==> config.mk <==
export PLATFORM = sky130hd
export DESIGN_NAME = focus_acq_ctrl
export DESIGN_NICKNAME = d
export VERILOG_FILES = /design/src/rtl/focus_acq_pkg.sv /design/src/rtl/focus_ramp_gen.sv /design/src/rtl/focus_zc_detect.sv /design/src/rtl/focus_settle_timer.sv /design/src/rtl/focus_acq_ctrl.sv
export SDC_FILE = /design/constraint.sdc
export NUM_CORES = 1
export LEC_CHECK = 0
export BUFFER_PORTS_ARGS = -buffer_cell sky130_fd_sc_hd__buf_4
export CORE_MARGIN = 5
export CORE_UTILIZATION = 64
export DETAILED_ROUTE_END_ITERATION = 10
export PLACE_DENSITY = 0.92
export SYNTH_ARGS = -nofsm -noshare
export SYNTH_HDL_FRONTEND = slang
export SYNTH_HIERARCHICAL = 1
export SYNTH_SLANG_ARGS = --single-unit
==> constraint.sdc <==
create_clock -name clk -period 10.6 [get_ports clk]
set_input_delay 1.59 -clock clk [delete_from_list [all_inputs] [get_ports clk]]
set_output_delay 1.59 -clock clk [all_outputs]
set_load 0.1 [all_outputs]
==> src/rtl/focus_acq_pkg.sv <==
package focus_acq_pkg;

    typedef enum logic [2:0] {
        FS_IDLE,
        FS_SEARCH,
        FS_SETTLE,
        FS_LOCKED,
        FS_FAILED,
        FS_TIMEOUT
    } fs_state_e;

endpackage

==> src/rtl/focus_ramp_gen.sv <==
module focus_ramp_gen #(
    parameter int RAMP_W = 10
) (
    input  logic              clk,
    input  logic              rst_n,
    input  logic              park_i,
    input  logic              seed_i,
    input  logic              run_i,
    input  logic [RAMP_W-1:0] lo_i,
    input  logic [RAMP_W-1:0] hi_i,
    input  logic [RAMP_W-1:0] step_i,
    output logic [RAMP_W-1:0] ramp_o,
    output logic              up_o,
    output logic              low_turn_o
);

    localparam logic [RAMP_W-1:0] MID = {1'b1, {(RAMP_W-1){1'b0}}};

    logic [RAMP_W-1:0] ramp_q;
    logic              up_q;
    logic              hit_hi;
    logic              hit_lo;

    // A step that reaches or passes a limit lands exactly on that limit.
    always_comb begin
        hit_hi = (ramp_q >= hi_i) || ((hi_i - ramp_q) <= step_i);
        hit_lo = (ramp_q <= lo_i) || ((ramp_q - lo_i) <= step_i);
    end

    assign low_turn_o = !up_q && hit_lo;

    always_ff @(posedge clk or negedge rst_n) begin
        if (!rst_n) begin
            ramp_q <= MID;
            up_q   <= 1'b1;
        end else if (park_i) begin
            ramp_q <= MID;
            up_q   <= 1'b1;
        end else if (seed_i) begin
            ramp_q <= lo_i;
            up_q   <= 1'b1;
        end else if (run_i) begin
            if (up_q) begin
                if (hit_hi) begin
                    ramp_q <= hi_i;
                    up_q   <= 1'b0;
                end else begin
                    ramp_q <= ramp_q + step_i;
                end
            end else begin
                if (hit_lo) begin
                    ramp_q <= lo_i;
                    up_q   <= 1'b1;
                end else begin
                    ramp_q <= ramp_q - step_i;
                end
            end
        end
    end

    assign ramp_o = ramp_q;
    assign up_o   = up_q;

    AST_RAMP_IN_RANGE: assert property (@(posedge clk) disable iff (!rst_n)
        (run_i && $past(run_i) && $stable(lo_i) && $stable(hi_i))
            |-> (ramp_q >= lo_i && ramp_q <= hi_i));

endmodule

==> src/rtl/focus_zc_detect.sv <==
module focus_zc_detect (
    input  logic clk,
    input  logic rst_n,
    input  logic fe_neg_i,
    output logic zc_o
);

    logic prev_q;

    always_ff @(posedge clk or negedge rst_n) begin
        if (!rst_n) prev_q <= 1'b0;
        else        prev_q <= fe_neg_i;
    end

    assign zc_o = fe_neg_i ^ prev_q;

endmodule

==> src/rtl/focus_settle_timer.sv <==
module focus_settle_timer #(
    parameter int SETTLE_CYC = 500000
) (
    input  logic clk,
    input  logic rst_n,
    input  logic clear_i,
    input  logic en_i,
    output logic done_o
);

    localparam int          CW   = $clog2(SETTLE_CYC + 1);
    localparam logic [CW-1:0] LAST = CW'(SETTLE_CYC - 1);

    logic [CW-1:0] cnt_q;

    always_ff @(posedge clk or negedge rst_n) begin
        if (!rst_n)                    cnt_q <= '0;
        else if (clear_i)              cnt_q <= '0;
        else if (en_i && cnt_q != LAST) cnt_q <= cnt_q + 1'b1;
    end

    assign done_o = en_i && (cnt_q == LAST);

    AST_SETTLE_BOUND: assert property (@(posedge clk) disable iff (!rst_n)
        en_i |-> cnt_q <= LAST);

endmodule

==> src/rtl/focus_acq_ctrl.sv <==
module focus_acq_ctrl
    import focus_acq_pkg::*;
#(
    parameter int RAMP_W     = 10,
    parameter int PER_W      = 8,
    parameter int SETTLE_CYC = 500000
) (
    input  logic              clk,
    input  logic              rst_n,
    input  logic              start_i,
    input  logic              stop_i,
    input  logic [RAMP_W-1:0] step_i,
    input  logic [RAMP_W-1:0] lo_lim_i,
    input  logic [RAMP_W-1:0] hi_lim_i,
    input  logic [PER_W-1:0]  max_periods_i,
    input  logic              rf_ok_i,
    input  logic              fe_neg_i,
    output logic [RAMP_W-1:0] ramp_o,
    output logic              toward_disc_o,
    output logic              search_o,
    output logic              loop_closed_o,
    output logic              timeout_o,
    output logic              fail_o
);

    localparam logic [RAMP_W-1:0] MID = {1'b1, {(RAMP_W-1){1'b0}}};
    localparam logic [PER_W:0]    ONE = {{PER_W{1'b0}}, 1'b1};

    fs_state_e state_q, state_d;

    logic             zc;
    logic             low_turn;
    logic             settle_done;
    logic             close_hit;
    logic             give_up;
    logic             park, seed, run;
    logic             settle_clr;
    logic [PER_W-1:0] per_cnt_q;

    focus_zc_detect u_zc (
        .clk      (clk),
        .rst_n    (rst_n),
        .fe_neg_i (fe_neg_i),
        .zc_o     (zc)
    );

    focus_ramp_gen #(.RAMP_W(RAMP_W)) u_ramp (
        .clk        (clk),
        .rst_n      (rst_n),
        .park_i     (park),
        .seed_i     (seed),
        .run_i      (run),
        .lo_i       (lo_lim_i),
        .hi_i       (hi_lim_i),
        .step_i     (step_i),
        .ramp_o     (ramp_o),
        .up_o       (toward_disc_o),
        .low_turn_o (low_turn)
    );

    focus_settle_timer #(.SETTLE_CYC(SETTLE_CYC)) u_settle (
        .clk     (clk),
        .rst_n   (rst_n),
        .clear_i (settle_clr),
        .en_i    (state_q == FS_SETTLE),
        .done_o  (settle_done)
    );

    // Transition conditions
    assign close_hit = toward_disc_o && rf_ok_i && zc;
    assign give_up   = low_turn &&
                       (({1'b0, per_cnt_q} + ONE) >= {1'b0, max_periods_i});

    // Next-state logic
    always_comb begin
        state_d = state_q;
        if (stop_i) begin
            state_d = FS_IDLE;
        end else begin
            unique case (state_q)
                FS_IDLE, FS_TIMEOUT, FS_FAILED: begin
                    if (start_i) state_d = FS_SEARCH;
                end
                FS_SEARCH: begin
                    if (close_hit)    state_d = FS_SETTLE;
                    else if (give_up) state_d = FS_TIMEOUT;
                end
                FS_SETTLE: begin
                    if (settle_done) state_d = rf_ok_i ? FS_LOCKED : FS_FAILED;
                end
                FS_LOCKED: state_d = FS_LOCKED;
                default:   state_d = FS_IDLE;
            endcase
        end
    end

    // State register
    always_ff @(posedge clk or negedge rst_n) begin
        if (!rst_n) state_q <= FS_IDLE;
        else        state_q <= state_d;
    end

    // Datapath control derived from the transition being taken
    always_comb begin
        park       = (state_d != state_q) &&
                     (state_d == FS_IDLE || state_d == FS_TIMEOUT || state_d == FS_FAILED);
        seed       = (state_q != FS_SEARCH) && (state_d == FS_SEARCH);
        run        = (state_q == FS_SEARCH) && (state_d == FS_SEARCH);
        settle_clr = (state_q != FS_SETTLE) && (state_d == FS_SETTLE);
    end

    // Completed search periods
    always_ff @(posedge clk or negedge rst_n) begin
        if (!rst_n)                per_cnt_q <= '0;
        else if (seed)             per_cnt_q <= '0;
        else if (run && low_turn)  per_cnt_q <= per_cnt_q + 1'b1;
    end

    // Moore status outputs
    always_comb begin
        search_o      = 1'b0;
        loop_closed_o = 1'b0;
        timeout_o     = 1'b0;
        fail_o        = 1'b0;
        unique case (state_q)
            FS_IDLE:    ;
            FS_SEARCH:  search_o      = 1'b1;
            FS_SETTLE:  loop_closed_o = 1'b1;
            FS_LOCKED:  loop_closed_o = 1'b1;
            FS_FAILED:  fail_o        = 1'b1;
            FS_TIMEOUT: timeout_o     = 1'b1;
            default:    ;
        endcase
    end

    AST_CLOSE_NEEDS_ALL: assert property (@(posedge clk) disable iff (!rst_n)
        $rose(loop_closed_o) |-> $past(toward_disc_o && rf_ok_i && (fe_neg_i != $past(fe_neg_i))));

    AST_RAMP_FROZEN: assert property (@(posedge clk) disable iff (!rst_n)
        (loop_closed_o && $past(loop_closed_o)) |-> $stable(ramp_o));

    AST_STATUS_DROP: assert property (@(posedge clk) disable iff (!rst_n)
        $fell(search_o) |-> (loop_closed_o || timeout_o || $past(stop_i)));

    AST_FAIL_CAUSE: assert property (@(posedge clk) disable iff (!rst_n)
        $rose(fail_o) |-> (!$past(rf_ok_i) && ramp_o == MID));

    AST_TIMEOUT_AT_LOW: assert property (@(posedge clk) disable iff (!rst_n)
        $rose(timeout_o) |-> $past(search_o && !toward_disc_o));

    AST_STOP_IDLE: assert property (@(posedge clk) disable iff (!rst_n)
        stop_i |=> (ramp_o == MID && !search_o && !loop_closed_o && !timeout_o && !fail_o));

    AST_ONE_STATUS: assert property (@(posedge clk) disable iff (!rst_n)
        $countones({search_o, loop_closed_o, timeout_o, fail_o}) <= 1);

endmodule

==> results by group, run 1 <==
Routing
  – Post-DRT Antenna Nets: 0
  – DRC Markers: 0
  – DRT Wirelength: 14.42 mm
  – Vias: 5097
  – Avg Vias per Cell: 6.395
  – Initial DRC Count: 438
  – DRT Pass-1 Iters: 5
  – Detailed-route wire length per cell: 18.09 microns

Setup path
  – CP endpoint kind: flop
  – CP max stage cell: or4_1
  – Critical path class: input pin to flop
  – Crit path max-delay family: compound AO/OA/AOI/OAI gates
  – Worst path arrival time: 7.18 ns
  – Reg-to-Reg Start: u_ramp/ramp_o[1]
  – Worst R2R Path Depth: 24
  – Flop-to-flop setup slack: 4.49 ns
  – Crit. path cell count: 26
  – Max incr delay on CP: 0.51 ns
  – Worst-path fanout max: 13
  – Critical Path Source Type: input pin
  – CP required: 10.83 ns
  – Buf/Inv on CP: 3
  – Worst R2R End: u_ramp/ramp_o[1]

Finish
  – P&R area growth vs syn: 11.40%
  – Final nets: 810
  – Antenna diode count: 0
  – Layout cells sized above 1: 14.39%

Power and ir drop
  – Sw power: 784.2 uW
  – Total power draw: 1.435 mW
  – Logic pwr share: 72.1%
  – Net Sw Frac: 54.65%
  – Clock share of power: 7.6%
  – Sequential Power Share: 20.3%
  – PwrDens: 249.6 nW/um^2
  – Power Internal: 650.8 uW
  – Peak VDD IR: 167.7 uV
  – Pleak: 2.695 nW

STA
  – Hold WS: 0.5463 ns
  – Fin. max-slew vios: 0
  – Final min period: 6.952 ns
  – Setup tns final: 0 ns
  – Final hold viol count: 0
  – Skew final: 0.009132 ns
  – Slew HR: 45.83%
  – Period utilization: 65.59%
  – Fmax: 143.8 MHz
  – Finish-stage setup viols: 0
  – Worst-Margin Slew: 0.8125 ns
  – RSZ-0062 raised after global routing: false

Clocking
  – H-Tree Depth: 2
  – Clk sinks: 42
  – Clock tree buffer depth: 2
  – Hold_buf cts: 0
  – Clk root buf: clkbuf_8
  – CTS tree: built
  – Register clock-pin slew on the reported worst setup and hold paths: 0.09 ns
  – Resize count post-CTS: 0
  – Setup Fix Bufs, Post-CTS: 0
  – Worst-Skew Late Latency: 0.31 ns
  – Num CTS Buffers: 5

Hold path
  – Hold path startpoint: per_cnt_q[6]
  – Hold crit path type: flop to flop
  – WHS Endpoint: per_cnt_q[6]
  – Hold depth: 1

Logic synthesis
  – Synth top cells by count: ha_1 (68), inv_1 (61), nor2_1 (59)
  – Ys flop type: dfrtp_1
  – Yosys reg bits: 42
  – Sequential area share after synthesis: 20.42%
  – Synth top area share: 19.40%
  – Mean Syn Cell Area: 7.975 sq um
  – Synth top area cells: dfrtp_1 (19%), ha_1 (16%), inv_1 (4.4%), nor2_1 (4.3%), a21oi_1 (4.2%)
  – Mapped Cells: 647
  – Count of cell types in the netlist: 77
  – EDFF count, synth: 0
  – Netlist Area Pre-Place: 5160 sq um
  – Top-count cell post-synth: ha_1
  – FFs w/ async S/R, synth: 100.0%
  – Net Count, Synth: 763
  – Synth area leader: dfrtp_1
  – Synth warn: 6

Floorplan
  – Num rows: 32
  – Die Span Y: 99.79 microns
  – Core Box Area: 7807 sq um
  – Total die area: 9958 sq um
  – Initial core utilization: 66.09%
  – I/O pin count: 59
  – Die Width: 99.79 microns

Placed design
  – PortBufs: 58
  – HPWL after detailed placement: 11.20 mm
  – GPL Wtd Cong: 0.9609

Job
  – Max Cap Viol: 0

Global routing
  – Total grt overflow: 0
  – Vias in the first global route: 5195
  – Initial antenna violation count: 0
  – All-Layer GR Usage: 29.13%
  – Largest net degree at the start of global routing: 43
  – First-pass GRT wire length: 23.85 mm

Run status
  – Status: finished, final reports clean
## through the flow
step	setup slack (ns)	std cells	utilization, %	area, sq um
global route	3.236	797	73.62	5748
global placement	3.743	789	72.47	5658
detailed placement	3.505	789	72.47	5658
finish	3.648	797	73.62	5748
CTS	3.812	797	73.62	5748
floorplan	4.253	647	-	5160
## flip-flops by register name (all words and copies together), names as in the netlist
signal / flops
u_ramp/ramp_o: 10
u_settle/cnt_q: 19
per_cnt_q: 8
u_ramp/up_o: 1
u_zc/prev_q: 1
state_q: 3
## power groups by stage
| stage | sequential [mW] | clock (mW) | combinational [mW] |
|---|---|---|---|
| 5_1_grt | 0.301 | 0.116 | 1.13 |
| 3_5_place_dp | 0.292 | 0 | 1.01 |
| 6_report | 0.292 | 0.108 | 1.03 |
| 2_1_floorplan | 0.387 | 0 | 0.678 |
| 3_3_place_gp | 0.288 | 0 | 0.961 |
| 4_1_cts | 0.290 | 0.112 | 1.01 |
## per-layer routing
| metal | wire, microns | track usage, % | part of all wire (%) |
|---|---|---|---|
| met5 | 0 | 0 | 0 |
| met3 | 1111 | 5.907 | 7.7 |
| met1 | 5832 | 34.96 | 40 |
| met2 | 6977 | 50.69 | 48 |
| met4 | 498 | 11.97 | 3.5 |
## final cells by class
class	instances	area [sq um]
multi-input combinational	522	3784
fill	590	2059
sequential	42	1054
timing repair buffer	61	457.9
inverter	62	235.2
tap	102	127.6
clock buffer	5	68.82
clock inverter	3	21.27
## kinds of logic after synthesis
kind of cell	synth area share, %
AND/OR/NAND/NOR	24.01
AO/OA/AOI/OAI	20.81
buffers and inverters	6.595
adder cells (fa/ha/maj)	18.04
XOR/XNOR	7.808
flip-flops	20.42
multiplexers	2.328
## worst max-delay path by stage
stage / to / start / slack [ns]
finish: u_ramp/ramp_o[1] / lo_lim_i[1] / 3.65
global route: u_ramp/ramp_o[1] / lo_lim_i[1] / 3.24
CTS: u_ramp/ramp_o[1] / lo_lim_i[1] / 3.81
detailed placement: u_ramp/ramp_o[1] / lo_lim_i[1] / 3.50
global placement: u_ramp/ramp_o[4] / lo_lim_i[1] / 3.74
floorplan: u_ramp/ramp_o[8] / lo_lim_i[1] / 4.25
## worst register-to-register path, stage by stage, from the launching register on
cell and delay [ns]:
dfrtp_1 0.59, ha_1 0.31, nor2b_1 0.13, o21ai_0 0.22, a21boi_0 0.15, o21ai_0 0.23
a21oi_1 0.13, or4_1 0.51, nand4b_1 0.10, ha_1 0.26, nand2_1 0.09, nor2_1 0.05
a211oi_1 0.38, a211oi_4 0.22, nor2_1 0.24, nand3_2 0.12, or3_4 0.39, o21bai_4 0.19
a211oi_1 0.12, o221a_1 0.46, nor2_1 0.31, inv_1 0.11, or3_1 0.43, o22a_1 0.22
o21ai_0 0.07
## cell usage in the layout (no fill, tap or decap), types with 6 or more instances in the layout
| cell | count |
|---|---|
| buf_4 | 61 |
| xnor2_1 | 22 |
| nor2_1 | 59 |
| ha_1 | 68 |
| o21ai_0 | 40 |
| and4_1 | 6 |
| a21o_1 | 8 |
| nand2_1 | 43 |
| nand2b_1 | 12 |
| mux2i_1 | 12 |
| xor2_1 | 24 |
| nand3_1 | 22 |
| nor2b_1 | 12 |
| a21oi_1 | 43 |
| nand4_1 | 13 |
| inv_1 | 61 |
| dfrtp_1 | 40 |
| nor3_1 | 21 |
| and3_1 | 6 |
(Power assumes the default switching activity.)
==> run 2, diff against run 1 <==
--- a/config.mk
+++ b/config.mk
@@ -5,11 +5,12 @@
 export SDC_FILE = /design/constraint.sdc
 export NUM_CORES = 1
 export LEC_CHECK = 0
+export ABC_AREA = 1
 export BUFFER_PORTS_ARGS = -buffer_cell sky130_fd_sc_hd__buf_4
 export CORE_MARGIN = 5
-export CORE_UTILIZATION = 64
+export CORE_UTILIZATION = 61
 export DETAILED_ROUTE_END_ITERATION = 10
-export PLACE_DENSITY = 0.92
+export PLACE_DENSITY = 0.88
 export SYNTH_ARGS = -nofsm -noshare
 export SYNTH_HDL_FRONTEND = slang
 export SYNTH_HIERARCHICAL = 1
==> constraint.sdc (replaced) <==
create_clock -name clk -period 7.24 [get_ports clk]
set_input_delay 1.086 -clock clk [delete_from_list [all_inputs] [get_ports clk]]
set_output_delay 1.086 -clock clk [all_outputs]
set_load 0.1 [all_outputs]
==> results by group, run 2 <==
Run status
  – Status: finished, final reports clean

Global routing
  – All-Layer GR Usage: 25.65%
  – Largest net degree at the start of global routing: 43
  – First-pass GRT wire length: 24.42 mm
  – Vias in the first global route: 5446
  – Total grt overflow: 0
  – Initial antenna violation count: 0

Routing
  – Avg Vias per Cell: 5.436
  – Post-DRT Antenna Nets: 0
  – DRT Pass-1 Iters: 7
  – Detailed-route wire length per cell: 13.50 microns
  – DRC Markers: 0
  – Vias: 5757
  – DRT Wirelength: 14.29 mm
  – Initial DRC Count: 283

Clocking
  – Resize count post-CTS: 0
  – Register clock-pin slew on the reported worst setup and hold paths: 0.08 ns
  – Num CTS Buffers: 5
  – Clock tree buffer depth: 2
  – Setup Fix Bufs, Post-CTS: 0
  – CTS tree: built
  – Clk root buf: clkbuf_8
  – Clk sinks: 42
  – Worst-Skew Late Latency: 0.30 ns
  – H-Tree Depth: 2
  – Hold_buf cts: 0

Setup path
  – Crit path max-delay family: simple AND/OR/NAND/NOR gates
  – Buf/Inv on CP: 5
  – Most used cell, CP: nand2_1
  – Critical path class: input pin to flop
  – Critical Path Source Type: input pin
  – CP required: 7.48 ns
  – Worst-path fanout max: 13
  – CP endpoint kind: flop
  – CP max stage cell: or2_2
  – Flop-to-flop setup slack: 2.04 ns
  – Max incr delay on CP: 0.41 ns
  – Worst path arrival time: 5.83 ns

STA
  – Setup tns final: 0 ns
  – Fin. max-slew vios: 0
  – Final critical-path setup slack: 1.651 ns
  – Skew final: 0.006583 ns
  – Worst-Margin Slew: 0.9412 ns
  – Final min period: 5.589 ns
  – Finish-stage setup viols: 0
  – Period utilization: 77.20%
  – RSZ-0062 raised after global routing: false
  – Slew HR: 37.02%
  – Final hold viol count: 0
  – Fmax: 178.9 MHz
  – Hold WS: 0.5402 ns

Floorplan
  – Die Width: 106.7 microns
  – Total die area: 11390 sq um
  – I/O pin count: 59
  – Num rows: 35
  – Die Span Y: 106.7 microns
  – Initial core utilization: 62.08%
  – Core Box Area: 9196 sq um

Finish
  – Most frequent cells in the layout: nand2_1 (285), inv_1 (139), nand3_1 (69)
  – Final nets: 1063
  – Non-Filler Instances: 1059
  – P&R area growth vs syn: 10.56%
  – Antenna diode count: 0
  – Largest register FFs: 19
  – Commonest non-fill, non-tap cell in the layout: nand2_1
  – Layout cells sized above 1: 12.45%
  – Final core occ: 68.64%
  – Largest Register: u_settle/cnt_q

Placed design
  – HPWL after detailed placement: 11.64 mm
  – GPL Wtd Cong: 0.9310
  – PortBufs: 58
  – Place WS: 1.370 ns
  – Placed Instances: 1051

Logic synthesis
  – Net Count, Synth: 1016
  – FFs w/ async S/R, synth: 100.0%
  – Netlist Area Pre-Place: 5709 sq um
  – Synth area leader: nand2_1
  – Count of cell types in the netlist: 40
  – Mean Syn Cell Area: 6.344 sq um
  – Synth top area share: 18.74%
  – Synth warn: 6
  – Synth top area cells: nand2_1 (19%), dfrtp_1 (18%), ha_1 (15%), inv_1 (9.1%), nand3_1 (6.0%)
  – Ys flop type: dfrtp_1
  – Top-count cell post-synth: nand2_1
  – EDFF count, synth: 0
  – Synth top cells by count: nand2_1 (285), inv_1 (139), nand3_1 (69)
  – Sequential area share after synthesis: 18.45%
  – Mapped Cells: 900
  – Yosys reg bits: 42

Power and ir drop
  – Peak VDD IR: 211.3 uV
  – Pleak: 3.614 nW
  – PwrDens: 389.2 nW/um^2

Hold path
  – Hold crit path type: flop to flop

Job
  – Max Cap Viol: 0
==> run 2: area by class of cell <==
class | instances | area, sq um
repair buffers | 58 | 435.4
well taps | 111 | 138.9
inverters | 152 | 570.5
clock buffers | 6 | 82.58
flip-flops and latches | 42 | 1054
fillers | 813 | 2884
multi-input cells | 688 | 3971
clock inverters | 2 | 60.06
==> run 2: layer usage <==
metal	track usage (%)	routed length (microns)	vias up
met5	0	0	-
met4	6.119	183	0
met3	1.746	689	17
met2	47.80	7257	188
met1	32.16	6164	2592
li1	-	-	2960
==> run 2: stage by stage <==
step	instance area [sq um]	power, mW
2_1_floorplan	5709	1.833
3_3_place_gp	6170	2.168
3_5_place_dp	6170	2.205
4_1_cts	6312	2.446
5_1_grt	6312	2.702
6_report	6312	2.457
==> run 2: worst paths after layout <==
kind | startpoint | endpoint | cells past startpoint
setup / recovery | lo_lim_i[2] | u_ramp/ramp_o[3] | 31
setup reg to reg | u_ramp/ramp_o[2] | u_ramp/ramp_o[3] | 29
min in group asynchronous | rst_n | u_settle/cnt_q[13] | 1
hold reg to reg | per_cnt_q[4] | per_cnt_q[4] | 2
max in group asynchronous | rst_n | per_cnt_q[1] | 1
hold / removal | per_cnt_q[4] | per_cnt_q[4] | 2
==> run 2: cell families after synthesis <==
kind of cell,Yosys count,synth area share [%]
flip-flops,42,18.45
adder cells (fa/ha/maj),72,16.31
buffers and inverters,170,11.99
AO/OA/AOI/OAI,82,8.394
AND/OR/NAND/NOR,499,39.49
XOR/XNOR,35,5.369
==> run 2: report_power, final <==
group | switching, mW | internal, mW
clock network | 0.0821 | 0.147
registers | 0.123 | 0.302
logic | 1.20 | 0.602
==> run 2: worst reg2reg max path, delay by kind of cell, from the launching register on <==
kind / cells / cell delay, ns
and+or+nand+nor: 19 / 2.64
AOI/OAI and AO/OA: 4 / 0.77
adders and majority gates: 2 / 0.71
DFF: 1 / 0.48
buffers and inverters: 3 / 0.39
xor gates and xnor gates: 1 / 0.15
